--- config.mk ---
export PLATFORM = sky130hd
export DESIGN_NAME = chirq_en_cmd
export DESIGN_NICKNAME = d
export VERILOG_FILES = /design/src/rtl/chirq_pkg.sv /design/src/rtl/chirq_cmd_dec.sv /design/src/rtl/chirq_bus_dec.sv /design/src/rtl/chirq_en_cmd.sv
export SDC_FILE = /design/constraint.sdc
export NUM_CORES = 1
export LEC_CHECK = 0
export CAP_MARGIN = 20
export CORE_ASPECT_RATIO = 1.1
export CORE_MARGIN = 5
export CORE_UTILIZATION = 63
export DETAILED_ROUTE_END_ITERATION = 8
export DONT_BUFFER_PORTS = 1
export PLACE_DENSITY = 0.87
export SETUP_SLACK_MARGIN = 0.1
export SLEW_MARGIN = 20
export SYNTH_ARGS = -nofsm -noshare
export SYNTH_HDL_FRONTEND = slang
export SYNTH_HIERARCHICAL = 1
export SYNTH_SLANG_ARGS = --single-unit
--- constraint.sdc ---
create_clock -name clk -period 1.8 [get_ports clk]
set_input_delay 0.36 -clock clk [delete_from_list [all_inputs] [get_ports clk]]
set_output_delay 0.36 -clock clk [all_outputs]
set_load 0.01 [all_outputs]
--- src/rtl/chirq_pkg.sv ---
package chirq_pkg;
    localparam int CMD_BYTE_W = 8;
    localparam int SKIP_BIT   = 7;  // no-op flag position
    localparam int BCAST_BIT  = 6;  // all-channels flag position
    localparam int CH_IDX_W   = 4;  // channel field bits 3:0
    localparam int BUS_W      = 32;
    localparam int LANES      = BUS_W / CMD_BYTE_W;
    localparam int FIELD_W    = 16; // direct-write field width
endpackage

--- src/rtl/chirq_cmd_dec.sv ---
module chirq_cmd_dec
    import chirq_pkg::*;
#(
    parameter int NUM_CH = 16
) (
    input  logic                  valid,
    input  logic [CMD_BYTE_W-1:0] cmd,
    output logic [NUM_CH-1:0]     mask
);
    logic [CH_IDX_W-1:0] ch_idx;
    logic                in_range;

    assign ch_idx   = cmd[CH_IDX_W-1:0];
    assign in_range = (32'(ch_idx) < NUM_CH);

    always_comb begin
        mask = '0;
        if (valid && !cmd[SKIP_BIT]) begin
            if (cmd[BCAST_BIT]) begin
                mask = '1;
            end else if (in_range) begin
                mask = {{(NUM_CH-1){1'b0}}, 1'b1} << ch_idx;
            end
        end
    end
endmodule

--- src/rtl/chirq_bus_dec.sv ---
module chirq_bus_dec
    import chirq_pkg::*;
#(
    parameter int ADDR_W   = 4,
    parameter int EN_ADDR  = 0,
    parameter int CMD_ADDR = 1,
    parameter int SET_LANE = 2,
    parameter int CLR_LANE = 3
) (
    input  logic              wr,
    input  logic [ADDR_W-1:0] addr,
    input  logic [LANES-1:0]  be,
    output logic              set_vld,
    output logic              clr_vld,
    output logic [1:0]        dir_we,
    output logic              en_sel
);
    logic hit_en;
    logic hit_cmd;

    assign hit_en  = (addr == ADDR_W'(EN_ADDR));
    assign hit_cmd = (addr == ADDR_W'(CMD_ADDR));
    assign en_sel  = hit_en;
    assign set_vld = wr && hit_cmd && be[SET_LANE];
    assign clr_vld = wr && hit_cmd && be[CLR_LANE];

    for (genvar g = 0; g < 2; g++) begin : g_dir
        assign dir_we[g] = wr && hit_en && be[g];
    end
endmodule

--- src/rtl/chirq_en_cmd.sv ---
module chirq_en_cmd
    import chirq_pkg::*;
#(
    parameter int NUM_CH   = 16,
    parameter int ADDR_W   = 4,
    parameter int EN_ADDR  = 0,
    parameter int CMD_ADDR = 1,
    parameter int SET_LANE = 2,
    parameter int CLR_LANE = 3
) (
    input  logic              clk,
    input  logic              rst_n,
    input  logic              bus_wr,
    input  logic [ADDR_W-1:0] bus_addr,
    input  logic [BUS_W-1:0]  bus_wdata,
    input  logic [LANES-1:0]  bus_be,
    output logic [BUS_W-1:0]  bus_rdata,
    output logic [NUM_CH-1:0] irq_en
);
    typedef struct packed {
        logic [NUM_CH-1:0] en;
    } state_t;

    state_t st_d, st_q;

    logic                  set_vld, clr_vld, en_sel;
    logic [1:0]            dir_we;
    logic [NUM_CH-1:0]     set_mask, clr_mask;
    logic [CMD_BYTE_W-1:0] lane_byte [2];
    logic                  lane_vld  [2];
    logic [NUM_CH-1:0]     lane_mask [2];

    chirq_bus_dec #(
        .ADDR_W  (ADDR_W),
        .EN_ADDR (EN_ADDR),
        .CMD_ADDR(CMD_ADDR),
        .SET_LANE(SET_LANE),
        .CLR_LANE(CLR_LANE)
    ) u_bus_dec (
        .wr     (bus_wr),
        .addr   (bus_addr),
        .be     (bus_be),
        .set_vld(set_vld),
        .clr_vld(clr_vld),
        .dir_we (dir_we),
        .en_sel (en_sel)
    );

    // index 0 = set lane, index 1 = clear lane
    assign lane_byte[0] = bus_wdata[SET_LANE*CMD_BYTE_W +: CMD_BYTE_W];
    assign lane_byte[1] = bus_wdata[CLR_LANE*CMD_BYTE_W +: CMD_BYTE_W];
    assign lane_vld[0]  = set_vld;
    assign lane_vld[1]  = clr_vld;

    for (genvar g = 0; g < 2; g++) begin : g_cmd
        chirq_cmd_dec #(.NUM_CH(NUM_CH)) u_cmd_dec (
            .valid(lane_vld[g]),
            .cmd  (lane_byte[g]),
            .mask (lane_mask[g])
        );
    end

    assign set_mask = lane_mask[0];
    assign clr_mask = lane_mask[1];

    always_comb begin
        logic [FIELD_W-1:0] field;
        st_d  = st_q;
        field = FIELD_W'(st_q.en);
        if (|dir_we) begin
            for (int i = 0; i < 2; i++) begin
                if (dir_we[i]) field[i*8 +: 8] = bus_wdata[i*8 +: 8];
            end
            st_d.en = field[NUM_CH-1:0];
        end else begin
            // set first, then clear: clear wins on a shared channel
            st_d.en = (st_q.en | set_mask) & ~clr_mask;
        end
    end

    always_ff @(posedge clk) begin
        if (!rst_n) st_q <= '0;
        else        st_q <= st_d;
    end

    assign irq_en    = st_q.en;
    assign bus_rdata = en_sel ? BUS_W'(st_q.en) : '0;

    p_reset_zero_r1: assert property (@(posedge clk)
        $rose(rst_n) |-> (irq_en == '0));

    p_set_lands_r2: assert property (@(posedge clk) disable iff (!rst_n)
        (set_mask != '0 && clr_mask == '0)
        |=> ((irq_en & $past(set_mask)) == $past(set_mask)));

    p_clear_lands_r3: assert property (@(posedge clk) disable iff (!rst_n)
        (clr_mask != '0) |=> ((irq_en & $past(clr_mask)) == '0));

    p_skip_holds_r4: assert property (@(posedge clk) disable iff (!rst_n)
        (bus_wr && bus_addr == ADDR_W'(CMD_ADDR)
         && bus_wdata[SET_LANE*8+SKIP_BIT] && bus_wdata[CLR_LANE*8+SKIP_BIT])
        |=> $stable(irq_en));

    p_cmd_reads_zero_r7: assert property (@(posedge clk) disable iff (!rst_n)
        (bus_addr == ADDR_W'(CMD_ADDR)) |-> (bus_rdata == '0));

    p_idle_holds_r10: assert property (@(posedge clk) disable iff (!rst_n)
        !bus_wr |=> $stable(irq_en));

    p_out_of_range_r11: assert property (@(posedge clk) disable iff (!rst_n)
        (bus_wr && bus_addr == ADDR_W'(CMD_ADDR)
         && bus_be[SET_LANE] && !bus_be[CLR_LANE]
         && !bus_wdata[SET_LANE*8+SKIP_BIT] && !bus_wdata[SET_LANE*8+BCAST_BIT]
         && 32'(bus_wdata[SET_LANE*8 +: CH_IDX_W]) >= NUM_CH)
        |=> $stable(irq_en));
endmodule

==> flow_summary_export.csv, run 1 <==
group,metric,value,unit
pwr,irDropWorstVdd,0.216,mV
place,hpwlAfterDp,2930,um
finish,layout.filler_cells,235,
setup_path,cp_launch_point,"bus_addr[3]",
sta,finalWorstPathRequiredPeriod,1.48,ns
finish,multiInputGateArea,1110,um^2
setup_path,path_class,"in2reg",
drt,route.vias.total,1398,
finish,layout-drive-gt1-share,0.0653,
drt,drt_wl_total,3670,um
floorplanning,die_y,62.9,um
yosys,postSynthRegisterBits,16,
pwr,p_leak,0.000541,uW
place,detailedPlace.worstSlack,0.0519,ns
setup_path,critical_path.n_buffers_inverters,0,
finish,num_antenna_cells,0,
clock_network,ctsHoldBuffers,0,
yosys,async_reset_ff_frac,0,
status,status,"finished clean",
clock_network,cts_max_level,1,
grt,grt_overflow_total,0,
yosys,synth-seq-area-share,0.200,
clock_network,clock_insertion_delay_worst_skew,0.28,ns
drt,drt_first_pass_iters,4,
setup_path,regToRegStartpoint,"irq_en[3]",
yosys,syn-cell-area,1600,um^2
sta,setup_repair_after_global_routing_missed_its_margin,"false",
clock_network,post_cts.resized_instances,0,
setup_path,reg2reg_depth,2,
clock_network,cts_post_setup_buffers_inserted,0,
setup_path,critical_path_endpoint_category,"flip-flop",
yosys,synth.distinct_cells,26,
finish,largest_register_ffs,16,
sta,fin_tns_setup,0,ns
sta,tightestPinTransition,0.553,ns
clock_network,tritoncts_num_sinks,16,
sta,fmax,0.674,GHz
setup_path,critPathCapture,"irq_en[12]",
place,place.detailed.instances,227,
yosys,cells_after_synth,212,
clock_network,cts-buffers-inserted,3,
sta,final_critical_path_setup_slack,0.315,ns
yosys,post-synth-top-area-cell,"sky130_fd_sc_hd__dfxtp_1",
finish,seqCellArea,320,um^2
yosys,synth.yosys.warnings,6,
sta,report.final.hold_viol_count,0,
yosys,synth-edff-count,0,
drt,avgRoutedWirePerCell,15.9,um
floorplanning,core_region_area,2470,um^2
setup_path,worstSetupPathDepth,6,
grt,global_route.usage.total,0.191,
floorplanning,fp-row-count,19,
finish,flow.area_growth_from_synthesis,-4.14,%
yosys,synth_ff_type,"sky130_fd_sc_hd__dfxtp_1",
sta,setup_viol_count_final,0,
setup_path,rr_endpoint,"irq_en[3]",
drt,ant_nets,0,
hold_path,worstHoldPathType,"in2reg",
sta,slew_headroom,0.631,
setup_path,cp_cell_sequence,"nor3b_2 > and3_1 > nand2b_1 > a21oi_1 > a21oi_1 > o31ai_1",
yosys,ys_top_cells_by_area,"sky130_fd_sc_hd__dfxtp_1 (20%), sky130_fd_sc_hd__a21oi_1 (15%), sky130_fd_sc_hd__nand4bb_1 (8.4%), sky130_fd_sc_hd__buf_4 (8.0%), sky130_fd_sc_hd__o31ai_1 (7.5%)",
grt,grt_pass1_vias,1211,
job,timing.max_cap.violations,0,
drt,detail_route.drc_violations,0,
sta,maxSlewViolCount,0,
setup_path,launching_element_type_of_the_critical_path,"primary input",
floorplanning,full_die_area,3650,um^2
place,globalplace.congestion,0.767,
place,place_area,1510,um^2
setup_path,critical_path.top_delay_family,"simple AND/OR/NAND/NOR gates",
clock_network,cts-root-to-sink-buffers,2,
drt,number_of_vias_per_cell,6.08,
finish,final_cells,230,
yosys,share_of_yosys_cell_area_claimed_by_the_top_area_cell_type,0.200,
finish,final_design_area_no_fill,1530,um^2
setup_path,cp_data_arrival_time,1.68,ns
yosys,syn-mean-instance-area,7.55,um^2
setup_path,cpMaxStageDelayCell,"sky130_fd_sc_hd__nand2b_1",
setup_path,timing.critical_path.mode_cell,"sky130_fd_sc_hd__a21oi_1",
finish,finalNetCount,244,
pwr,total_power,619,uW
floorplanning,floorplan.die.width,58.1,um
grt,grt_antenna_before_repair,0,
setup_path,critical_path.max_fanout,16,
place,port-buffer-count,0,
sta,min_period_over_period,0.825,
yosys,netlist_top_cells_count,"sky130_fd_sc_hd__a21oi_1 (48), sky130_fd_sc_hd__buf_4 (17)",
clock_network,clkTransAtPathRegs,0.08,ns
setup_path,regToRegSetupSlack,0.95,ns
sta,clock_skew,0,ns
grt,wire_length_of_the_first_global_routing_pass,5620,um
pwr,powerDensity,403,nW/um^2
floorplanning,floorplan.initialDensity,0.647,
drt,drt-initial-drc-count,31,
grt,grt_max_degree,19,
clock_network,clock_tree.root_cell,"sky130_fd_sc_hd__clkbuf_4",
setup_path,crit_required,1.99,ns
setup_path,critical-path-max-stage-delay,0.29,ns
floorplanning,top_level_ports,91,
clock_network,cts_tree,"done",
yosys,most_used_standard_cell_by_instance_count_after_synthesis,"sky130_fd_sc_hd__a21oi_1",
==> report_power, final <==
group	internal (uW)	switching [uW]
logic	34.4	46.9
clock network	77.8	96.6
registers	358	5.48
==> metal layers <==
metal,up-vias,wire length (um),global-route usage
met5,-,0,0
met3,5,345,0.0558
met4,0,55,0.0696
met2,49,1820,0.321
met1,612,1450,0.225
li1,732,-,-
==> cells by family (layout without fill, tap and decap cells) <==
group | after synthesis | after routing | share of synthesized area
flops | 16 | 16 | 0.200
compound gates | 64 | 64 | 0.225
buf+inv | 39 | 11 | 0.147
other cells | 1 | 16 | 0.00234
simple gates | 92 | 92 | 0.425
==> how the worst min path moves through the flow <==
stage / endpoint / cells after the start / from
after floorplan: irq_en[0] / 2 / bus_wdata[0]
after global placement: irq_en[3] / 2 / bus_wdata[3]
after detailed placement: irq_en[0] / 2 / bus_wdata[0]
after CTS: irq_en[10] / 2 / bus_wdata[10]
after global routing: irq_en[8] / 2 / bus_wdata[8]
final: irq_en[9] / 2 / bus_wdata[9]
==> stage by stage <==
stage | utilization | hold slack, ns
finish | 0.620 | 0.219
floorplan | - | 0.501
global placement | 0.611 | 0.508
global route | 0.620 | 0.207
detailed placement | 0.611 | 0.510
CTS | 0.620 | 0.212
==> layout make-up <==
class / instances / share of cell area
multi-input combinational: 172 / 0.722
sequential: 16 / 0.209
tap: 31 / 0.0253
timing repair buffer: 4 / 0.0196
clock buffer: 3 / 0.0147
inverter: 4 / 0.00979
==> layout by cell type (no fill, tap or decap) <==
cell type,synthesis,layout
sky130_fd_sc_hd__and2b_1,3,3
sky130_fd_sc_hd__and3_1,4,4
sky130_fd_sc_hd__and2_1,16,16
sky130_fd_sc_hd__nand4_1,2,2
sky130_fd_sc_hd__or4_1,2,2
sky130_fd_sc_hd__or4b_1,8,8
sky130_fd_sc_hd__inv_2,2,2
sky130_fd_sc_hd__buf_4,17,4
sky130_fd_sc_hd__nor3b_2,1,1
sky130_fd_sc_hd__nand4bb_1,12,12
sky130_fd_sc_hd__nor2b_1,14,14
sky130_fd_sc_hd__conb_1,1,16
sky130_fd_sc_hd__dfxtp_1,16,16
sky130_fd_sc_hd__nand2_2,1,1
sky130_fd_sc_hd__nand3_1,16,16
sky130_fd_sc_hd__o31ai_1,16,16
sky130_fd_sc_hd__nand2_4,1,1
sky130_fd_sc_hd__nor4_2,0,1
sky130_fd_sc_hd__nor2_1,1,1
sky130_fd_sc_hd__a21oi_1,48,48
sky130_fd_sc_hd__nand2b_1,2,2
sky130_fd_sc_hd__clkbuf_4,0,3
sky130_fd_sc_hd__nand4b_1,8,8
sky130_fd_sc_hd__inv_1,2,2
Power figures use the tool's default switching activity.
==> inputs of run 2 (changes only) <==
==> constraint.sdc (replaced) <==
create_clock -name clk -period 1.49 [get_ports clk]
set_input_delay 0.298 -clock clk [delete_from_list [all_inputs] [get_ports clk]]
set_output_delay 0.298 -clock clk [all_outputs]
set_load 0.01 [all_outputs]
==> flow_summary_export.csv, run 2 (synthesis results as in run 1) <==
group,metric,value,unit
setup_path,critPathCapture,"bus_rdata[12]",
sta,setup_viol_count_final,0,
floorplanning,top_level_ports,91,
pwr,p_leak,0.000582,uW
setup_path,cp_data_arrival_time,1.01,ns
floorplanning,core_region_area,2470,um^2
place,hpwlAfterDp,3060,um
drt,detail_route.drc_violations,0,
floorplanning,floorplan.die.width,58.1,um
grt,grt_max_degree,19,
clock_network,cts_post_setup_buffers_inserted,0,
clock_network,clock_tree.root_cell,"sky130_fd_sc_hd__clkbuf_4",
drt,number_of_vias_per_cell,6.07,
grt,grt_overflow_total,0,
place,place_area,1610,um^2
setup_path,critical_path_endpoint_category,"output port",
clock_network,ctsHoldBuffers,0,
sta,tightestPinTransition,0.596,ns
grt,grt_pass1_vias,1242,
sta,final_critical_path_setup_slack,0.185,ns
clock_network,cts_max_level,1,
floorplanning,fp-row-count,19,
clock_network,cts_tree,"done",
setup_path,regToRegStartpoint,"irq_en[2]",
sta,finalWorstPathRequiredPeriod,1.30,ns
finish,largest_register_ffs,16,
drt,drt_first_pass_iters,4,
pwr,powerDensity,495,nW/um^2
grt,global_route.usage.total,0.198,
drt,drt_wl_total,3710,um
sta,setup_repair_after_global_routing_missed_its_margin,"false",
pwr,sw_frac_of_total,0.232,
sta,fmax,0.766,GHz
clock_network,cts-root-to-sink-buffers,2,
finish,num_antenna_cells,0,
setup_path,path_class,"in2out",
clock_network,post_cts.resized_instances,0,
pwr,p_seq_frac,0.539,
grt,grt_antenna_before_repair,0,
drt,avgRoutedWirePerCell,15.8,um
sta,clock_skew,0,ns
floorplanning,full_die_area,3650,um^2
setup_path,regToRegSetupSlack,0.66,ns
grt,wire_length_of_the_first_global_routing_pass,5850,um
finish,finalNetCount,248,
pwr,internal_power,625,uW
finish,layout.cells.most_common,"sky130_fd_sc_hd__a21oi_1",
place,detailedPlace.worstSlack,-0.0125,ns
sta,maxSlewViolCount,0,
drt,ant_nets,0,
setup_path,cp_launch_point,"bus_addr[0]",
finish,final_design_area_no_fill,1650,um^2
clock_network,clock_insertion_delay_worst_skew,0.28,ns
hold_path,worstHoldPathType,"in2reg",
pwr,irDropWorstVdd,0.291,mV
place,port-buffer-count,0,
sta,hold-worst-slack,0.164,ns
clock_network,tritoncts_num_sinks,16,
setup_path,critical_path.max_fanout,16,
floorplanning,die_y,62.9,um
drt,route.vias.total,1426,
job,timing.max_cap.violations,0,
clock_network,clkTransAtPathRegs,0.08,ns
finish,flow.area_growth_from_synthesis,2.89,%
sta,report.final.hold_viol_count,0,
place,globalplace.congestion,0.791,
sta,slew_headroom,0.602,
setup_path,rr_endpoint,"irq_en[2]",
pwr,clock_power_share,0.331,
finish,layout-drive-gt1-share,0.137,
setup_path,crit_required,1.19,ns
pwr,combinational_power_share,0.130,
clock_network,cts-buffers-inserted,3,
setup_path,reg2reg_depth,2,
pwr,switching_power,189,uW
floorplanning,floorplan.initialDensity,0.647,
drt,drt-initial-drc-count,80,
setup_path,launching_element_type_of_the_critical_path,"primary input",
sta,min_period_over_period,0.876,
status,status,"finished clean",
[run 2: power groups by stage]
stage	clock, uW	combinational (uW)	sequential [uW]
finish	270	106	439
global route	303	117	440
CTS	272	104	439
detailed placement	0	104	449
global placement	0	101	449
floorplan	0	159	448
[run 2: layout make-up]
type,instances,area [um^2]
multi-input cells,172,1150
fillers,208,826
flip-flops and latches,16,320
repair buffers,8,85.1
well taps,31,38.8
clock buffers,4,36.3
inverters,4,15.0
[run 2: metal layers]
layer	global-route usage	share of wire
met1	0.228	0.39
met4	0.0609	0.0075
met5	0	0
met3	0.0558	0.083
met2	0.345	0.52
[run 2: worst min-delay path by stage]
stage	start	slack, ns	cells after the start	endpoint
6_report	bus_wdata[3]	0.16	2	irq_en[3]
5_1_grt	bus_wdata[14]	0.15	2	irq_en[14]
4_1_cts	bus_wdata[14]	0.16	2	irq_en[14]
3_5_place_dp	bus_wdata[14]	0.45	2	irq_en[14]
3_3_place_gp	bus_wdata[0]	0.45	2	irq_en[0]
2_1_floorplan	bus_wdata[0]	0.44	2	irq_en[0]
[run 2: metrics by stage]
stage | util | cells | power, uW | setup TNS, ns
floorplan | - | 227 | 606 | 0
global placement | 0.651 | 231 | 550 | 0
detailed placement | 0.651 | 231 | 553 | -0.0192
CTS | 0.666 | 235 | 815 | 0
global route | 0.666 | 235 | 859 | 0
finish | 0.666 | 235 | 815 | 0
[run 2: critical path, stage by stage]
cell                     delay (ns)
sky130_fd_sc_hd__nor4_2        0.27
sky130_fd_sc_hd__buf_4         0.22
sky130_fd_sc_hd__and2_1        0.21
